`src/rtl/xde_pkg.sv`:
```
package xde_pkg;
    // descriptor word positions the block decodes
    localparam int CTRL_WORD   = 2;
    localparam int BCNT_WORD   = 3;
    localparam int PAT_WORD    = 4;
    localparam int TBL_WORD    = 8;
    localparam int ADDR_LO_W   = 32;
    localparam int ADDR_HI_W   = 16;
    localparam int ADDR_W      = ADDR_LO_W + ADDR_HI_W;

    localparam logic [3:0] OP_NOP  = 4'd0;
    localparam logic [3:0] OP_COPY = 4'd1;
    localparam logic [3:0] OP_XOR  = 4'd6;

    typedef enum logic [2:0] {
        ST_IDLE = 3'd0,
        ST_RD   = 3'd1,
        ST_ACC  = 3'd2,
        ST_WR   = 3'd3,
        ST_DONE = 3'd4
    } xde_state_e;
endpackage

```
`src/rtl/xde_decode.sv`:
```
module xde_decode
    import xde_pkg::*;
#(
    parameter  int MAX_SRC    = 8,
    parameter  int WORD_BYTES = 4,
    localparam int SRC_W      = $clog2(MAX_SRC + 1),
    localparam int ALIGN_W    = $clog2(WORD_BYTES),
    localparam int WCNT_W     = 32 - ALIGN_W
) (
    input  logic [31:0]       ctrl_word,
    input  logic [31:0]       byte_cnt,
    output logic [SRC_W-1:0]  nsrc,
    output logic [WCNT_W-1:0] nwords,
    output logic              irq_req,
    output logic              is_copy,
    output logic              bad,
    output logic              moves
);
    logic [3:0] mode;
    logic [3:0] cnt_field;
    logic       par_en;
    logic       misaligned;
    logic       ctrl_unused;

    assign mode        = ctrl_word[31:28];
    assign irq_req     = ctrl_word[27];
    assign cnt_field   = ctrl_word[25:22];
    assign par_en      = ctrl_word[17];
    assign ctrl_unused = ^{ctrl_word[26], ctrl_word[21:18], ctrl_word[16:0]};
    assign misaligned  = |byte_cnt[ALIGN_W-1:0];
    assign nwords      = byte_cnt[31:ALIGN_W];

    always_comb begin
        nsrc    = '0;
        is_copy = 1'b0;
        bad     = 1'b0;
        unique case (mode)
            OP_NOP: begin
                bad = 1'b0;
            end
            OP_COPY: begin
                is_copy = 1'b1;
                nsrc    = SRC_W'(1);
                bad     = misaligned;
            end
            OP_XOR: begin
                nsrc = SRC_W'(cnt_field);
                bad  = misaligned || (cnt_field == 4'd0) ||
                       (int'(cnt_field) > MAX_SRC) || !par_en;
            end
            default: begin
                bad = 1'b1;
            end
        endcase
    end

    assign moves = !bad && (mode != OP_NOP) && (nwords != '0);
endmodule

```
`src/rtl/xde_addr_unpack.sv`:
```
module xde_addr_unpack
    import xde_pkg::*;
#(
    parameter  int MAX_SRC  = 8,
    localparam int NPAIR    = (MAX_SRC + 1) / 2,
    localparam int TBL_BITS = 32 * 3 * NPAIR
) (
    input  logic [TBL_BITS-1:0]              tbl,
    output logic [MAX_SRC-1:0][ADDR_W-1:0]   src_addr
);
    for (genvar s = 0; s < MAX_SRC; s++) begin : g_src
        localparam int PAIR = s / 2;
        localparam int ODD  = s % 2;
        // low half from its own word, high half from the shared third word
        assign src_addr[s] = {tbl[(3*PAIR+2)*32 + ODD*ADDR_HI_W +: ADDR_HI_W],
                              tbl[(3*PAIR+ODD)*32 +: ADDR_LO_W]};
    end
endmodule

```
`src/rtl/xor_desc_exec.sv`:
```
module xor_desc_exec
    import xde_pkg::*;
#(
    parameter  int MAX_SRC    = 8,
    parameter  int DESC_WORDS = 32,
    parameter  int DATA_W     = 32,
    parameter  int ID_W       = 16,
    localparam int WORD_BYTES = DATA_W / 8,
    localparam int DESC_W     = DESC_WORDS * 32,
    localparam int SRC_W      = $clog2(MAX_SRC + 1),
    localparam int SEL_W      = $clog2(MAX_SRC),
    localparam int ALIGN_W    = $clog2(WORD_BYTES),
    localparam int WCNT_W     = 32 - ALIGN_W,
    localparam int TBL_WORDS  = 3 * ((MAX_SRC + 1) / 2),
    localparam int TBL_END    = (TBL_WORD + TBL_WORDS) * 32
) (
    input  logic              clk,
    input  logic              rst_n,
    input  logic              desc_valid,
    output logic              desc_ready,
    input  logic [DESC_W-1:0] desc_data,
    output logic              mem_req,
    output logic              mem_we,
    output logic [ADDR_W-1:0] mem_addr,
    output logic [DATA_W-1:0] mem_wdata,
    input  logic [DATA_W-1:0] mem_rdata,
    output logic              done,
    output logic [ID_W-1:0]   done_id,
    output logic              done_irq,
    output logic              done_err
);
    typedef struct packed {
        xde_state_e                     st;
        logic [MAX_SRC-1:0][ADDR_W-1:0] src;
        logic [ADDR_W-1:0]              dst;
        logic [SRC_W-1:0]               nsrc;
        logic [SRC_W-1:0]               sidx;
        logic [WCNT_W-1:0]              nwords;
        logic [WCNT_W-1:0]              widx;
        logic [DATA_W-1:0]              acc;
        logic [ID_W-1:0]                id;
        logic                           iod;
        logic                           err;
    } exec_state_t;

    exec_state_t st_d, st_q;

    // decoded descriptor fields
    logic [SRC_W-1:0]               dec_nsrc;
    logic [WCNT_W-1:0]              dec_nwords;
    logic                           dec_irq;
    logic                           dec_copy;
    logic                           dec_bad;
    logic                           dec_moves;
    logic [MAX_SRC-1:0][ADDR_W-1:0] tbl_addr;
    logic [MAX_SRC-1:0][ADDR_W-1:0] src_load;
    logic [ADDR_W-1:0]              copy_addr;
    logic [ADDR_W-1:0]              dst_addr;
    logic [ADDR_W-1:0]              word_off;
    logic [SEL_W-1:0]               sel;
    logic                           desc_unused;

    xde_decode #(
        .MAX_SRC    (MAX_SRC),
        .WORD_BYTES (WORD_BYTES)
    ) decode_i (
        .ctrl_word (desc_data[CTRL_WORD*32 +: 32]),
        .byte_cnt  (desc_data[BCNT_WORD*32 +: 32]),
        .nsrc      (dec_nsrc),
        .nwords    (dec_nwords),
        .irq_req   (dec_irq),
        .is_copy   (dec_copy),
        .bad       (dec_bad),
        .moves     (dec_moves)
    );

    xde_addr_unpack #(
        .MAX_SRC (MAX_SRC)
    ) unpack_i (
        .tbl      (desc_data[TBL_END-1:TBL_WORD*32]),
        .src_addr (tbl_addr)
    );

    assign copy_addr = {desc_data[(PAT_WORD+1)*32 +: ADDR_HI_W],
                        desc_data[PAT_WORD*32 +: ADDR_LO_W]};
    assign dst_addr  = {desc_data[(PAT_WORD+3)*32 +: ADDR_HI_W],
                        desc_data[(PAT_WORD+2)*32 +: ADDR_LO_W]};

    assign desc_unused = ^{desc_data[31:ID_W], desc_data[63:32],
                           desc_data[(PAT_WORD+1)*32+ADDR_HI_W +: 32-ADDR_HI_W],
                           desc_data[(PAT_WORD+3)*32+ADDR_HI_W +: 32-ADDR_HI_W],
                           desc_data[DESC_W-1:TBL_END]};

    always_comb begin
        src_load = tbl_addr;
        if (dec_copy) begin
            src_load[0] = copy_addr;
        end
    end

    assign sel      = st_q.sidx[SEL_W-1:0];
    assign word_off = {{(ADDR_W-WCNT_W-ALIGN_W){1'b0}}, st_q.widx, {ALIGN_W{1'b0}}};

    always_comb begin
        st_d      = st_q;
        mem_req   = 1'b0;
        mem_we    = 1'b0;
        mem_addr  = '0;
        mem_wdata = '0;
        unique case (st_q.st)
            ST_IDLE: begin
                if (desc_valid) begin
                    st_d.id     = desc_data[ID_W-1:0];
                    st_d.iod    = dec_irq;
                    st_d.err    = dec_bad;
                    st_d.nsrc   = dec_nsrc;
                    st_d.nwords = dec_nwords;
                    st_d.src    = src_load;
                    st_d.dst    = dst_addr;
                    st_d.sidx   = '0;
                    st_d.widx   = '0;
                    st_d.acc    = '0;
                    st_d.st     = dec_moves ? ST_RD : ST_DONE;
                end
            end
            ST_RD: begin
                mem_req  = 1'b1;
                mem_addr = st_q.src[sel] + word_off;
                st_d.st  = ST_ACC;
            end
            ST_ACC: begin
                st_d.acc = st_q.acc ^ mem_rdata;
                if (st_q.sidx == st_q.nsrc - SRC_W'(1)) begin
                    st_d.st = ST_WR;
                end else begin
                    st_d.sidx = st_q.sidx + SRC_W'(1);
                    st_d.st   = ST_RD;
                end
            end
            ST_WR: begin
                mem_req   = 1'b1;
                mem_we    = 1'b1;
                mem_addr  = st_q.dst + word_off;
                mem_wdata = st_q.acc;
                st_d.acc  = '0;
                st_d.sidx = '0;
                if (st_q.widx == st_q.nwords - WCNT_W'(1)) begin
                    st_d.st = ST_DONE;
                end else begin
                    st_d.widx = st_q.widx + WCNT_W'(1);
                    st_d.st   = ST_RD;
                end
            end
            ST_DONE: begin
                st_d.st = ST_IDLE;
            end
            default: begin
                st_d.st = ST_IDLE;
            end
        endcase
    end

    always_ff @(posedge clk or negedge rst_n) begin
        if (!rst_n) begin
            st_q <= '0;
        end else begin
            st_q <= st_d;
        end
    end

    assign desc_ready = (st_q.st == ST_IDLE);
    assign done       = (st_q.st == ST_DONE);
    assign done_id    = st_q.id;
    assign done_irq   = done && st_q.iod;
    assign done_err   = done && st_q.err;
endmodule

```
`config.mk`:
```
export PLATFORM = sky130hd
export DESIGN_NAME = xor_desc_exec
export DESIGN_NICKNAME = d
export VERILOG_FILES = /design/src/rtl/xde_pkg.sv /design/src/rtl/xde_decode.sv /design/src/rtl/xde_addr_unpack.sv /design/src/rtl/xor_desc_exec.sv
export SDC_FILE = /design/constraint.sdc
export NUM_CORES = 2
export LEC_CHECK = 0
export BUFFER_PORTS_ARGS = -buffer_cell sky130_fd_sc_hd__buf_2
export CAP_MARGIN = 20
export CORE_AREA = 3 3 449 451
export CTS_CLUSTER_DIAMETER = 120
export CTS_CLUSTER_SIZE = 24
export DETAILED_ROUTE_END_ITERATION = 16
export DIE_AREA = 0 0 452 454
export HOLD_SLACK_MARGIN = 0.08
export PLACE_DENSITY_LB_ADDON = 0.2
export SETUP_SLACK_MARGIN = 0.5
export SYNTH_ARGS = -nofsm -noshare
export SYNTH_HDL_FRONTEND = slang
export SYNTH_SLANG_ARGS = --single-unit
```
`constraint.sdc`:
```
create_clock -name clk -period 12.55 [get_ports clk]
set_input_delay 1.8825 -clock clk [delete_from_list [all_inputs] [get_ports clk]]
set_output_delay 1.8825 -clock clk [all_outputs]
set_load 0.005 [all_outputs]
```
# Word level (Yosys, flattened, before mapping)
# Index checks and enable logic that the tools add are counted.
# op_classes
n_mux	20
n_lt_le_gt_ge	2
n_addsub	6
n_reduce_logical	22
n_bitwise	1
eq_ne	11
# op_table
op	n
2-to-1 mux 553 bit	1
binary-select mux 48 bit (select 3 bit)	1
adder 48 x 32 -> 48 bit	2
2-to-1 mux 48 bit	2
case mux 32 bit (3 select lines)	1
case mux 48 bit (2 select lines)	1
case mux 30 bit (2 select lines)	1
2-to-1 mux 32 bit	1
bitwise XOR 32 bit	1
adder 30 x 1 -> 30 bit (second input constant)	1
== test 30 bit	1
2-to-1 mux 30 bit	1
nonzero test 30 bit	1
subtractor 30 x 1 -> 30 bit (second input constant)	1
case mux 3 bit (4 select lines)	1
case mux 4 bit (3 select lines)	1
zero test 4 bit	2
case mux 4 bit (2 select lines)	1
== test 3 x 2 -> 1 bit (second input constant)	2
2-to-1 mux 3 bit	2
inequality test 2 bit (second input constant)	3
AND reduction 3 bit	2
adder 4 x 1 -> 4 bit (second input constant)	1
== test 4 x 1 -> 1 bit (second input constant)	1
other kinds (20)	30
# totals
regBits	553
input_bits	1059
out_inout_bits	102
word_cells	80

# Logic depth before layout (Yosys ltp)
# depth
ltp_word	11
depth_mapped	22
mapped_depth_nobuf	16

# Cells and area by module
# Synthesis repeated with hierarchy kept, for this count alone.
# unflattened
cells_unflattened	3655
hier_area_um2	31755.5
# modules_own_cells
module	cells_per_inst	seq_area_each_um2	instances	area_per_inst_um2
xor_desc_exec	3211	13838.3	1	28459.8
xde_addr_unpack	384	0.0	1	2882.8
xde_decode	60	0.0	1	412.9

# Worst setup path after synthesis
# Ideal clock, no wire load.
# synth_timing
path_kind	reg2out
start	register st_q (netlist bit sel[0])
end	output port mem_addr[40]
n_path_buf	5
slack_ns	5.568
path_stages_with_launch	21
required_time_ns	10.667
t_arrival_ns	5.100
path_cell_list	dfrtp_1 buf_4 buf_2 buf_2 buf_2 buf_1 mux4_2 mux2i_1 o21ai_0 ha_1 inv_1 fa_1 nor2b_1 o2111a_1 o31ai_1 a21oi_1 o311ai_0 a41oi_1 nor3b_1 xor2_1 nor2_1
# synth_via
elab_chain_len	4
# synth_lines
element	line	source
start: declaration	xor_desc_exec.sv:46	exec_state_t st_d, st_q;
start signal: assignment	xor_desc_exec.sv:167	st_q <= st_d;
binary-select mux 48 bit (select 3 bit)	xor_desc_exec.sv:128	mem_addr = st_q.src[sel] + word_off;
2-to-1 mux 48 bit (not written as such)	xor_desc_exec.sv:128	
adder 48 x 32 -> 48 bit	xor_desc_exec.sv:128	
case mux 48 bit (2 select lines)	xor_desc_exec.sv:110	unique case (st_q.st)
end: declaration	xor_desc_exec.sv:24	output logic [ADDR_W-1:0] mem_addr,
# No other way between the ends. The select of a mux whose other input is x is not followed.

# Worst setup path after layout
# Same ends and word-level chain as after synthesis.

==> flow_metrics.env <==
export IMPL_cts_root_buffer="clkbuf_16"
export IMPL_cts_resized=0
export IMPL_hold_path_endpoint="done_id[11]"
export IMPL_die_area_sq_um=205000
export IMPL_rows=163
export IMPL_die_width_um=452
export IMPL_clk_pin_slew_ns=0.08
export IMPL_yosysSeqAreaShare_pct=48.4
export IMPL_cts_tree="built"
export IMPL_powerDensity_nw_per_um2=149
export IMPL_min_path_type="flop to flop"
export IMPL_seq_area_sq_um=13800
export IMPL_setup_viol=0
export IMPL_ff2ff_path_depth=7
export IMPL_num_fill_cells=22300
export IMPL_grt_pass1_vias=25400
export IMPL_hold_violations=0
export IMPL_drv_slew=0
export IMPL_postCtsSetupBuffers=0
export IMPL_clock_sinks=553
export IMPL_dpl_hpwl_um=105000
export IMPL_cap_violations=0
export IMPL_syn_nets=4304
export IMPL_fin_worst_skew_ns=0.0500
export IMPL_vdd_ir_drop_max_mv=0.0815
export IMPL_ant_nets=0
export IMPL_multi_input_area_sq_um=13800
export IMPL_yosysWarnings=0
export IMPL_tns_ns=0
export IMPL_max_slew_worst_pin_slew_ns=1.05
export IMPL_port_buffers=674
export IMPL_antenna_found_initial=75
export IMPL_die_y_um=454
export IMPL_worstPathRequired_ns=10.67
export IMPL_holdBufCountCts=0
export IMPL_crit_slowest_cell="o311ai_0"
export IMPL_numCtsBuffers=39
export IMPL_setup_worst_path_end_class="output pin"
export IMPL_worst_r2r_startpoint="st_q[551]"
export IMPL_cp_slowest_stage_delay_ns=0.79
export IMPL_critPathLaunchType="flop"
export IMPL_via_per_inst=3.82
export IMPL_cp_top_family="compound AO/OA/AOI/OAI gates"
export IMPL_drt_pass1_iterations=5
export IMPL_path_cells="buf_12 -> mux4_2 -> mux2i_1 -> o21ai_0 -> ha_1 -> nor2b_1 -> o2111a_1 -> o31ai_1 -> a21oi_1 -> o311ai_0 -> a41oi_2 -> nor3b_1 -> xor2_1 -> nor2_1 -> buf_2"
export IMPL_start_util_pct=14.5
export IMPL_synthFlopType="dfrtp_1"
export IMPL_min_from="done_id[11]"
export IMPL_core_area_sq_um=198000
export IMPL_worst_r2r_setup_slack_ns=8.51
export IMPL_status="finished, final reports clean"
export IMPL_synth_seq_cells=553
export IMPL_cp_arrival_ns=7.84
export IMPL_ys_types=75
export IMPL_ios=1161
export IMPL_cts_buffer_depth=3
export IMPL_nets=4852
export IMPL_drc=0
export IMPL_synthArstFlopShare_pct=100
export IMPL_syn_to_final_growth_pct=26.5
export IMPL_leakage_nw=17.2
export IMPL_cp_num_buf_inv=2
export IMPL_drt_wl_total_um=136000
export IMPL_whs_ns=0.473
export IMPL_hold_path_depth=2
export IMPL_grt_use_total_pct=12.9
export IMPL_wl_per_cell_um=21.1
export IMPL_path_class="flop to output pin"
export IMPL_h_tree_depth=2
export IMPL_max_freq_mhz=103
export IMPL_post_route_period_util_pct=77.5
export IMPL_synth_cells=3210
export IMPL_grt_setup_unrepaired="false"
export IMPL_drive_gt1_share_pct=23.9
export IMPL_gp_congestion=0.798
export IMPL_gr_total_overflow=0
export IMPL_avgSynthCellArea_sq_um=8.90
export IMPL_min_period_ns=9.72
export IMPL_grt_max_degree=160
export IMPL_timing_slew_headroom_pct=30.2
export IMPL_synth_edf_count=0
export IMPL_grt_pass1_wl_um=190000
export IMPL_final_cell_mix="nand2_1, buf_2, dfrtp_1"
export IMPL_syn_cell_area_sq_um=28600
export IMPL_path_max_fanout=50
export IMPL_drt_iter0_drc=1530
export IMPL_via_count=24600
export IMPL_layout_cells_most_common="nand2_1"
export IMPL_clock_latency_ns=0.66
export IMPL_r2r_end="st_q[180]"
## sequential cells by signal (all words and copies together), names as in the netlist
| signal | count |
|---|---|
| st_q | 534 |
| done_id | 16 |
| sel | 3 |
## worst max path at each step
stage                       from            to  slack (ns)  depth (start not counted)
after floorplan           sel[0]  mem_addr[40]        5.57                         20
after global placement    sel[0]  mem_addr[40]        3.10                         15
after detailed placement  sel[0]  mem_addr[40]        3.14                         15
after CTS                 sel[0]  mem_addr[40]        2.39                         15
after global routing      sel[0]  mem_addr[40]        2.28                         15
final                     sel[0]  mem_addr[40]        2.83                         15
## routing by layer
| layer | GRT usage [%] | part of all wire, % | vias to the layer above |
|---|---|---|---|
| met3 | 2.17 | 4.3 | 202 |
| met4 | 5.34 | 4.2 | 4 |
| li1 | - | - | 11700 |
| met2 | 21.2 | 47 | 582 |
| met5 | 0 | 0.015 | - |
| met1 | 16.7 | 44 | 12200 |
## stage by stage
stage	area [sq um]	cells	power (mW)	util, %	worst slack [ns]
floorplan	28600	3210	3.29	-	5.57
global placement	34800	6356	3.96	17.6	3.10
detailed placement	34800	6356	3.97	17.6	3.14
CTS	36100	6423	5.52	18.3	2.39
global route	36100	6440	5.77	18.3	2.28
finish	36200	6447	5.37	18.3	2.83
## worst reg2reg max path, stage by stage, from the launching register on
cell	delay [ns]
dfrtp_1	0.65
nor3_1	0.10
buf_4	0.19
nand2_4	0.43
buf_4	0.82
buf_4	0.79
buf_4	0.74
o21ai_0	0.20
## report_power, final
group / total, mW / switching [mW] / internal (mW)
combinational: 1.46 / 0.893 / 0.565
clock: 1.48 / 0.851 / 0.634
sequential: 2.43 / 0.263 / 2.17
total: 5.37 / 2.01 / 3.36
## layout make-up
| type | instances | share of cell area (%) |
|---|---|---|
| Sequential cell | 553 | 38.3 |
| Antenna cell | 23 | 0.159 |
| Multi-Input combinational cell | 2428 | 38.2 |
| Clock buffer | 43 | 2.77 |
| Clock inverter | 24 | 0.907 |
| Timing Repair Buffer | 710 | 10.3 |
| Tap cell | 2640 | 9.14 |
| Inverter | 26 | 0.277 |
## synth_stat cells (all sizes together), types with 25 or more instances
library cell / n / area (sq um)
a21oi: 59 / 295
and2: 41 / 257
buf: 43 / 270
clkbuf: 160 / 601
dfrtp: 553 / 13800
ha: 34 / 425
inv: 26 / 97.6
mux2i: 107 / 1070
mux4: 96 / 2160
nand2: 1455 / 5460
nand3: 28 / 140
nor2: 117 / 442
nor3: 28 / 150
nor4: 25 / 163
o21ai: 123 / 619
xnor2: 56 / 490
xor2: 60 / 526
## logic make-up (layout without fill, tap and decap cells)
logic type | after synthesis | count (layout) | share of synthesized area, %
AO/OA/AOI/OAI | 268 | 268 | 5.63
adder cells (fa/ha/maj) | 35 | 35 | 1.56
flip-flops | 553 | 553 | 48.4
buffers and inverters | 229 | 803 | 3.39
XOR/XNOR | 116 | 116 | 3.56
other | 0 | 23 | 0
multiplexers | 212 | 212 | 11.7
AND/OR/NAND/NOR | 1797 | 1797 | 25.8
Power figures use the tool's default switching activity.
